<file path="config.mk">
export PLATFORM = sky130hd
export DESIGN_NAME = serial_frame_loader
export DESIGN_NICKNAME = d
export VERILOG_FILES = /design/src/rtl/serial_frame_loader.sv
export SDC_FILE = /design/constraint.sdc
export NUM_CORES = 1
export LEC_CHECK = 0
export ABC_AREA = 0
export BUFFER_PORTS_ARGS = -buffer_cell sky130_fd_sc_hd__buf_2
export CORE_MARGIN = 2
export CORE_UTILIZATION = 62
export DETAILED_ROUTE_END_ITERATION = 8
export PLACE_DENSITY = 0.84
export SETUP_SLACK_MARGIN = 0.15
export SLEW_MARGIN = 25
export SYNTH_ARGS = -nofsm -noshare
export SYNTH_HDL_FRONTEND = slang
export SYNTH_SLANG_ARGS = --single-unit
</file>
<file path="constraint.sdc">
create_clock -name clk -period 4.15 [get_ports clk]
set_input_delay 0.83 -clock clk [delete_from_list [all_inputs] [get_ports clk]]
set_output_delay 0.83 -clock clk [all_outputs]
set_load 0.01 [all_outputs]
</file>
<file path="src/rtl/serial_frame_loader.sv">
module serial_frame_loader #(
  parameter int CMD_W         = 16,
  parameter int CH_W          = 16,
  parameter int CHANNELS      = 12,
  parameter int IDLE_CYCLES   = 27500,
  parameter int FALL_TO_LATCH = 2
) (
  input  logic                     clk,
  input  logic                     rst_n,
  input  logic                     dck_in,
  input  logic                     din,
  output logic                     dout,
  output logic [CMD_W-1:0]         cmd_word,
  output logic                     fast_edge,
  output logic [1:0]               gs_res,
  output logic [2:0]               gck_div,
  output logic                     wave_sel,
  output logic                     ext_clk,
  output logic                     pol_inv,
  output logic                     cnt_reset,
  output logic                     one_shot,
  output logic [CHANNELS*CH_W-1:0] chan_words,
  output logic                     latch_pulse
);
  localparam int FRAME_W = CMD_W + CHANNELS * CH_W;
  localparam int CNT_W   = $clog2(IDLE_CYCLES + 1);
  localparam int FALL_W  = $clog2(FALL_TO_LATCH + 1);

  logic [2:0]         dck_s, din_s;
  logic [FRAME_W-1:0] shreg;
  logic [CNT_W-1:0]   idle_cnt;
  logic [FALL_W-1:0]  falls;

  wire dck_edge = dck_s[1] ^ dck_s[2];
  wire din_fall = !din_s[1] && din_s[2];
  wire armed    = (idle_cnt == CNT_W'(IDLE_CYCLES));
  wire fire     = armed && din_fall && !dck_edge && (falls == FALL_W'(FALL_TO_LATCH - 1));

  assign dout      = shreg[FRAME_W-1];
  assign fast_edge = cmd_word[10];
  assign gs_res    = cmd_word[9:8];
  assign gck_div   = cmd_word[7:5];
  assign wave_sel  = cmd_word[4];
  assign ext_clk   = cmd_word[3];
  assign pol_inv   = cmd_word[2];
  assign cnt_reset = cmd_word[1];
  assign one_shot  = cmd_word[0];

  always_ff @(posedge clk or negedge rst_n) begin
    if (!rst_n) begin
      dck_s       <= '0;
      din_s       <= '0;
      shreg       <= '0;
      idle_cnt    <= '0;
      falls       <= '0;
      latch_pulse <= 1'b0;
      cmd_word    <= '0;
      chan_words  <= '0;
    end else begin
      dck_s       <= {dck_s[1:0], dck_in};
      din_s       <= {din_s[1:0], din};
      latch_pulse <= fire;
      if (dck_edge)
        shreg <= {shreg[FRAME_W-2:0], din_s[1]};
      if (dck_edge || fire)
        idle_cnt <= '0;
      else if (!armed)
        idle_cnt <= idle_cnt + 1'b1;
      if (!armed || fire || dck_edge)
        falls <= '0;
      else if (din_fall)
        falls <= falls + 1'b1;
      if (fire)
        {cmd_word, chan_words} <= shreg;
    end
  end

  AST_STROBE_SINGLE: assert property (@(posedge clk) disable iff (!rst_n)
    latch_pulse |=> !latch_pulse);
  AST_LATCH_HOLD: assert property (@(posedge clk) disable iff (!rst_n)
    !latch_pulse |-> ($stable(chan_words) && $stable(cmd_word)));
  AST_LATCH_AFTER_IDLE: assert property (@(posedge clk) disable iff (!rst_n)
    latch_pulse |-> $past(armed));
  AST_IDLE_BOUND: assert property (@(posedge clk) disable iff (!rst_n)
    idle_cnt <= CNT_W'(IDLE_CYCLES));
  AST_DOUT_ON_EDGE: assert property (@(posedge clk) disable iff (!rst_n)
    !$past(dck_edge) |-> $stable(dout));
  AST_EDGE_ABORTS: assert property (@(posedge clk) disable iff (!rst_n)
    dck_edge |=> !latch_pulse);
endmodule

</file>
Word level (Yosys, flattened, before mapping)
Cells that the tools add are included.
W data, S select, Z words.
Operators by class
  bitwise operators: 1
  $add $sub $neg: 2
  reduce and logical (&&, ||, !) cells: 11
  muxes and demuxes: 4
  eq/ne operators: 3
Operators by type and width (number)
  $mux W15: 2
  $add A15 B1 Y15 const B: 1
  $eq A15 B15 Y1 const B: 1
  $logic_and A1 B1 Y1: 4
  $mux W2: 2
  $logic_not A1 Y1: 3
  $logic_or A1 B1 Y1: 3
  $add A2 B1 Y2 const B: 1
  $eq A2 B1 Y1 const B: 1
  $ne A2 B1 Y1 const B: 1
  $reduce_bool A2 Y1: 1
  $xor A1 B1 Y1: 1
Storage, ports and cells
  word-level logic and storage cells: 29
  output and inout port bits: 221
  flip-flop bits (word level): 440
  bits of input ports: 4

Logic depth before layout (Yosys ltp)
  word-level depth: 8
  gate-level depth with buffers: 10
  mapped depth without buffers: 6

Worst setup path after synthesis
No wires, ideal clock.
  kind: register -> register
  start point: reg idle_cnt[0]
  end point: reg chan_words[100]
  library setup time: 0.127 ns
  path slack: 1.803 ns
  cell stages (with the launch flop): 11
  period minus slack after synthesis: 2.347 ns
  path buffers: 4
  arrival time: 2.220 ns
  required time: 4.023 ns
  cells stage by stage: dfrtp_1 > inv_1 > ha_1 > nand4b_1 > or4_1 > buf_2 > nor3_2 > buf_4 > buf_6 > buf_6 > mux2_1
Between the ends
  cells in the longest elaborated chain, start to end: 4
Ends and longest elaborated chain
  from (decl): RTL line 31  | logic [CNT_W-1:0] idle_cnt;
  from (signal assigned): RTL line 68  | idle_cnt <= idle_cnt + 1'b1;
  $eq A15 B15 Y1: RTL line 36  | wire armed = (idle_cnt == CNT_W'(IDLE_CYCLES));
  $logic_and A1 B1 Y1 (3 in series): RTL line 37  | wire fire = armed && din_fall && !dck_edge && (falls == FALL_W'(FALL_TO_LATCH - 1));
  to (signal assigned): RTL line 74  | {cmd_word, chan_words} <= shreg;
  to (decl): RTL line 22  | output logic [CHANNELS*CH_W-1:0] chan_words,
Every way passes these cells.
A chain may end at the register's enable or synchronous reset.

Final worst setup path
  start point: reg idle_cnt[0]
  end point: reg chan_words[128]
The elaborated chain is that of the path after synthesis.

==> impl_metrics.xml <==
<?xml version="1.0" encoding="UTF-8"?>
<metrics>
  <group name="synth">
    <metric name="simple_gate_area_share_of_the_yosys_netlist" unit="">0.159</metric>
    <metric name="synth_edf_count" unit="">0</metric>
    <metric name="main_combinational_cell_family_by_area_after_synthesis" unit="">simple AND/OR/NAND/NOR gates</metric>
    <metric name="postSynthNetCount" unit="">1446</metric>
    <metric name="post-synth-top-area-fraction" unit="">0.660</metric>
    <metric name="synth_ff_type" unit="">dfrtp_1</metric>
    <metric name="yosys.area_share.adder" unit="">0.00225</metric>
    <metric name="async_reset_ff_frac" unit="">1.00</metric>
    <metric name="per_instance_average_area_after_synthesis" unit="um2">11.6</metric>
    <metric name="netlist_area" unit="um2">16700</metric>
    <metric name="post_synth_xor_area_fraction" unit="">0.00578</metric>
    <metric name="flops_latches_synth" unit="">440</metric>
    <metric name="post_synth_mux_area_share" unit="">0.140</metric>
    <metric name="synth_cells" unit="">1439</metric>
    <metric name="ys_seq_area_frac" unit="">0.660</metric>
    <metric name="post-synth-top-area-cell" unit="">dfrtp_1</metric>
    <metric name="synth.yosys.warnings" unit="">0</metric>
    <metric name="yosys.cell_types.count" unit="">31</metric>
    <metric name="synth_compound_area_frac" unit="">0.00330</metric>
    <metric name="post_synth_main_area_contributors" unit="">dfrtp_1 66%, nand2_1 14%, mux2_2 7.3%</metric>
  </group>
  <group name="critical_path">
    <metric name="cp_class" unit="">flop to flop</metric>
    <metric name="setup.worst_path.start_class" unit="">flop</metric>
    <metric name="critical_path.startpoint" unit="">idle_cnt[0]$_DFFE_PN0P_</metric>
    <metric name="critical_path_cell_count" unit="">7</metric>
    <metric name="cp_num_buf_inv" unit="">2</metric>
    <metric name="path_delay_family" unit="">simple AND/OR/NAND/NOR gates</metric>
    <metric name="slowest_stage" unit="">or4_1</metric>
    <metric name="setup.worst_path.end_class" unit="">flop</metric>
    <metric name="crit_chain" unit="">inv_1, ha_1, nand4b_1, or4_1, nor3_4, buf_12, mux2_1</metric>
    <metric name="worst-path-max-fanout" unit="">110</metric>
    <metric name="r2r.worst_path.cells" unit="">7</metric>
    <metric name="r2r-start" unit="">idle_cnt[0]$_DFFE_PN0P_</metric>
    <metric name="cpPeakStageDelay" unit="ps">670</metric>
    <metric name="cp_data_arrival_time" unit="ps">3280</metric>
    <metric name="data_required_time_at_the_worst_endpoint" unit="ps">4550</metric>
  </group>
  <group name="timing">
    <metric name="hold_viol" unit="">0</metric>
    <metric name="finalWorstPathRequiredPeriod" unit="ps">2880</metric>
    <metric name="fmax" unit="MHz">348</metric>
    <metric name="unrepaired_setup_endpoints_after_global_routing" unit="">false</metric>
    <metric name="period_share" unit="">0.693</metric>
    <metric name="final-setup-viol-count" unit="">0</metric>
    <metric name="clock_skew" unit="ps">14.2</metric>
    <metric name="tightestPinTransition" unit="ps">1040</metric>
    <metric name="final_max_tran_viols" unit="">0</metric>
    <metric name="maxSlewHeadroom" unit="">0.305</metric>
    <metric name="setup_tns" unit="ps">0</metric>
  </group>
  <group name="placement">
    <metric name="dpl.hpwl" unit="um">19100</metric>
    <metric name="dpl-instance-area" unit="um2">18000</metric>
    <metric name="numPortBuffers" unit="">224</metric>
    <metric name="routabilityCongestion" unit="">0.802</metric>
  </group>
  <group name="clocking">
    <metric name="post_cts_resized" unit="">0</metric>
    <metric name="clkSlewWorstSetupHoldPaths" unit="ps">70</metric>
    <metric name="clkSinkCount" unit="">440</metric>
    <metric name="clockBufferDepth" unit="">3</metric>
    <metric name="cts.repair_timing.setup_buffer_count" unit="">0</metric>
    <metric name="numCtsBuffers" unit="">43</metric>
    <metric name="clock_tree.htree_level_count" unit="">2</metric>
    <metric name="cts.hold.buffers_added" unit="">0</metric>
    <metric name="worst_skew_pair.late_latency" unit="ps">530</metric>
    <metric name="cts_tree" unit="">built</metric>
    <metric name="cts_root_buffer" unit="">clkbuf_16</metric>
  </group>
  <group name="route">
    <metric name="drc" unit="">0</metric>
    <metric name="wire_per_inst" unit="um">15.8</metric>
    <metric name="final_antenna_net_count" unit="">0</metric>
    <metric name="drt_initial_violations" unit="">975</metric>
    <metric name="drt-total-wl" unit="um">31900</metric>
    <metric name="via_total_after_detailed_routing" unit="">10700</metric>
    <metric name="drt_pass1_iterations" unit="">5</metric>
    <metric name="detail_route.vias_per_cell" unit="">5.32</metric>
  </group>
  <group name="die">
    <metric name="ports" unit="">225</metric>
    <metric name="num_rows" unit="">60</metric>
    <metric name="die_h" unit="um">168</metric>
    <metric name="initial_utilization" unit="">0.626</metric>
    <metric name="floorplan.die.width" unit="um">168</metric>
    <metric name="placeableCoreArea" unit="um2">26700</metric>
    <metric name="die-area" unit="um2">28200</metric>
  </group>
  <group name="run">
    <metric name="maxCapViolations" unit="">0</metric>
  </group>
  <group name="hold_path">
    <metric name="worst_hold_startpoint" unit="">dck_s[0]$_DFF_PN0_</metric>
    <metric name="hold_path.class" unit="">flop to flop</metric>
    <metric name="hold_path_depth" unit="">0</metric>
  </group>
  <group name="global_route">
    <metric name="grt_pass1_vias" unit="">10700</metric>
    <metric name="largest_net_degree_at_the_start_of_global_routing" unit="">215</metric>
    <metric name="grt_antenna_before_repair" unit="">0</metric>
    <metric name="grt_pass1_wl" unit="um">53800</metric>
    <metric name="grt_usage" unit="">0.232</metric>
    <metric name="overflow" unit="">0</metric>
  </group>
  <group name="layout">
    <metric name="seq_area" unit="um2">11000</metric>
    <metric name="multi_input_logic_area" unit="um2">5210</metric>
    <metric name="final_layout_size_suffix_gt1_frac" unit="">0.254</metric>
    <metric name="finish.net_count" unit="">1649</metric>
    <metric name="filler_cell_count" unit="">1693</metric>
    <metric name="area_delta_synth_final" unit="%">17.1</metric>
    <metric name="antenna_fix_cells" unit="">0</metric>
    <metric name="final_area" unit="um2">19500</metric>
  </group>
  <group name="power_and_ir_drop">
    <metric name="combinationalPowerShare" unit="">0.037</metric>
    <metric name="static_leak" unit="nW">11.3</metric>
    <metric name="internal-power" unit="mW">6.92</metric>
    <metric name="power.switching" unit="mW">1.95</metric>
    <metric name="clockPowerShare" unit="">0.460</metric>
    <metric name="swShare" unit="">0.220</metric>
    <metric name="power.share.sequential" unit="">0.503</metric>
    <metric name="irDropWorstVdd" unit="mV">0.428</metric>
    <metric name="power.density_cell_area" unit="nW/um2">455</metric>
  </group>
  <group name="outcome">
    <metric name="outcome" unit="">complete, no violations</metric>
  </group>
</metrics>
## per-layer routing
layer / wire [um] / global-route usage / up-vias
li1: - / - / 5015
met1: 13700 / 0.325 / 5375
met2: 15800 / 0.382 / 275
met3: 1430 / 0.0360 / 69
met4: 931 / 0.0745 / 0
met5: 0 / 0 / -
## cell usage in the layout (no fill, tap or decap), types with 7 or more instances in the layout
| master | count |
|---|---|
| buf_2 | 223 |
| buf_4 | 7 |
| clkbuf_1 | 7 |
| dfrtp_1 | 440 |
| clkbuf_16 | 45 |
| clkbuf_8 | 10 |
| nand3_1 | 9 |
| mux2_1 | 100 |
| xnor2_1 | 8 |
| nor3_1 | 7 |
| nand2_1 | 633 |
| mux2_2 | 108 |
| nor2_1 | 13 |
| clkinv_2 | 8 |
| buf_12 | 8 |
## worst paths after layout
kind / end / slack (ps)
setup / recovery: chan_words[128]$_DFFE_PN0P_ / 1270
hold / removal: dck_s[1]$_DFF_PN0_ / 350
setup reg to reg: chan_words[128]$_DFFE_PN0P_ / 1270
hold reg to reg: dck_s[1]$_DFF_PN0_ / 350
max in group asynchronous: shreg[106]$_DFFE_PN0N_ / 2810
min in group asynchronous: chan_words[89]$_DFFE_PN0P_ / 390
## layout make-up
type / count / share of cell area
clock buffer: 62 / 0.0661
clock inverter: 17 / 0.0113
inverter: 5 / 0.000961
multi-input combinational: 913 / 0.267
sequential: 440 / 0.564
tap: 341 / 0.0219
timing repair buffer: 239 / 0.0688
## sequential cells by signal (all words and copies together) (netlist names)
| register | flops |
|---|---|
| din_s | 3 |
| dck_s | 3 |
| falls | 2 |
| chan_words | 192 |
| shreg | 208 |
| latch_pulse | 1 |
| cmd_word | 16 |
| idle_cnt | 15 |
## kinds of logic (layout without fill, tap and decap cells)
logic type,after synthesis,in the layout
compound gates,10,10
xor+xnor,11,11
fa+ha+maj,3,3
buf+inv,86,323
flops,440,440
mux,208,208
simple gates,681,681
## cells in the mapped netlist (3+ instances only)
cell type / number
mux2_1: 100
nor4_1: 3
buf_6: 14
clkbuf_1: 41
ha_1: 3
nand3_1: 9
mux2_2: 108
nor3_1: 7
inv_1: 5
buf_4: 12
buf_1: 5
dfrtp_1: 440
nand2b_1: 3
buf_2: 9
a21oi_1: 6
nand2_1: 633
xnor2_1: 9
or2_2: 3
nor2_1: 13
## power by group through the flow
stage               registers (mW)  clock network (mW)  logic (mW)
floorplan                     4.51                   0       0.186
global placement              4.53                   0       0.327
detailed placement            4.54                   0       0.340
CTS                           4.46                4.14       0.341
global route                  4.48                4.33       0.383
finish                        4.47                4.08       0.331
## per-stage QoR
step	cells	hold slack [ps]	power, mW	setup slack (ps)	utilization
floorplan	1439	331	4.70	1800	-
global placement	1938	335	4.86	1410	0.676
detailed placement	1938	336	4.88	1320	0.676
CTS	2017	348	8.95	1300	0.732
global route	2017	356	9.19	1140	0.732
finish	2017	348	8.88	1270	0.732
No activity file was read; power rests on OpenSTA's default activity.
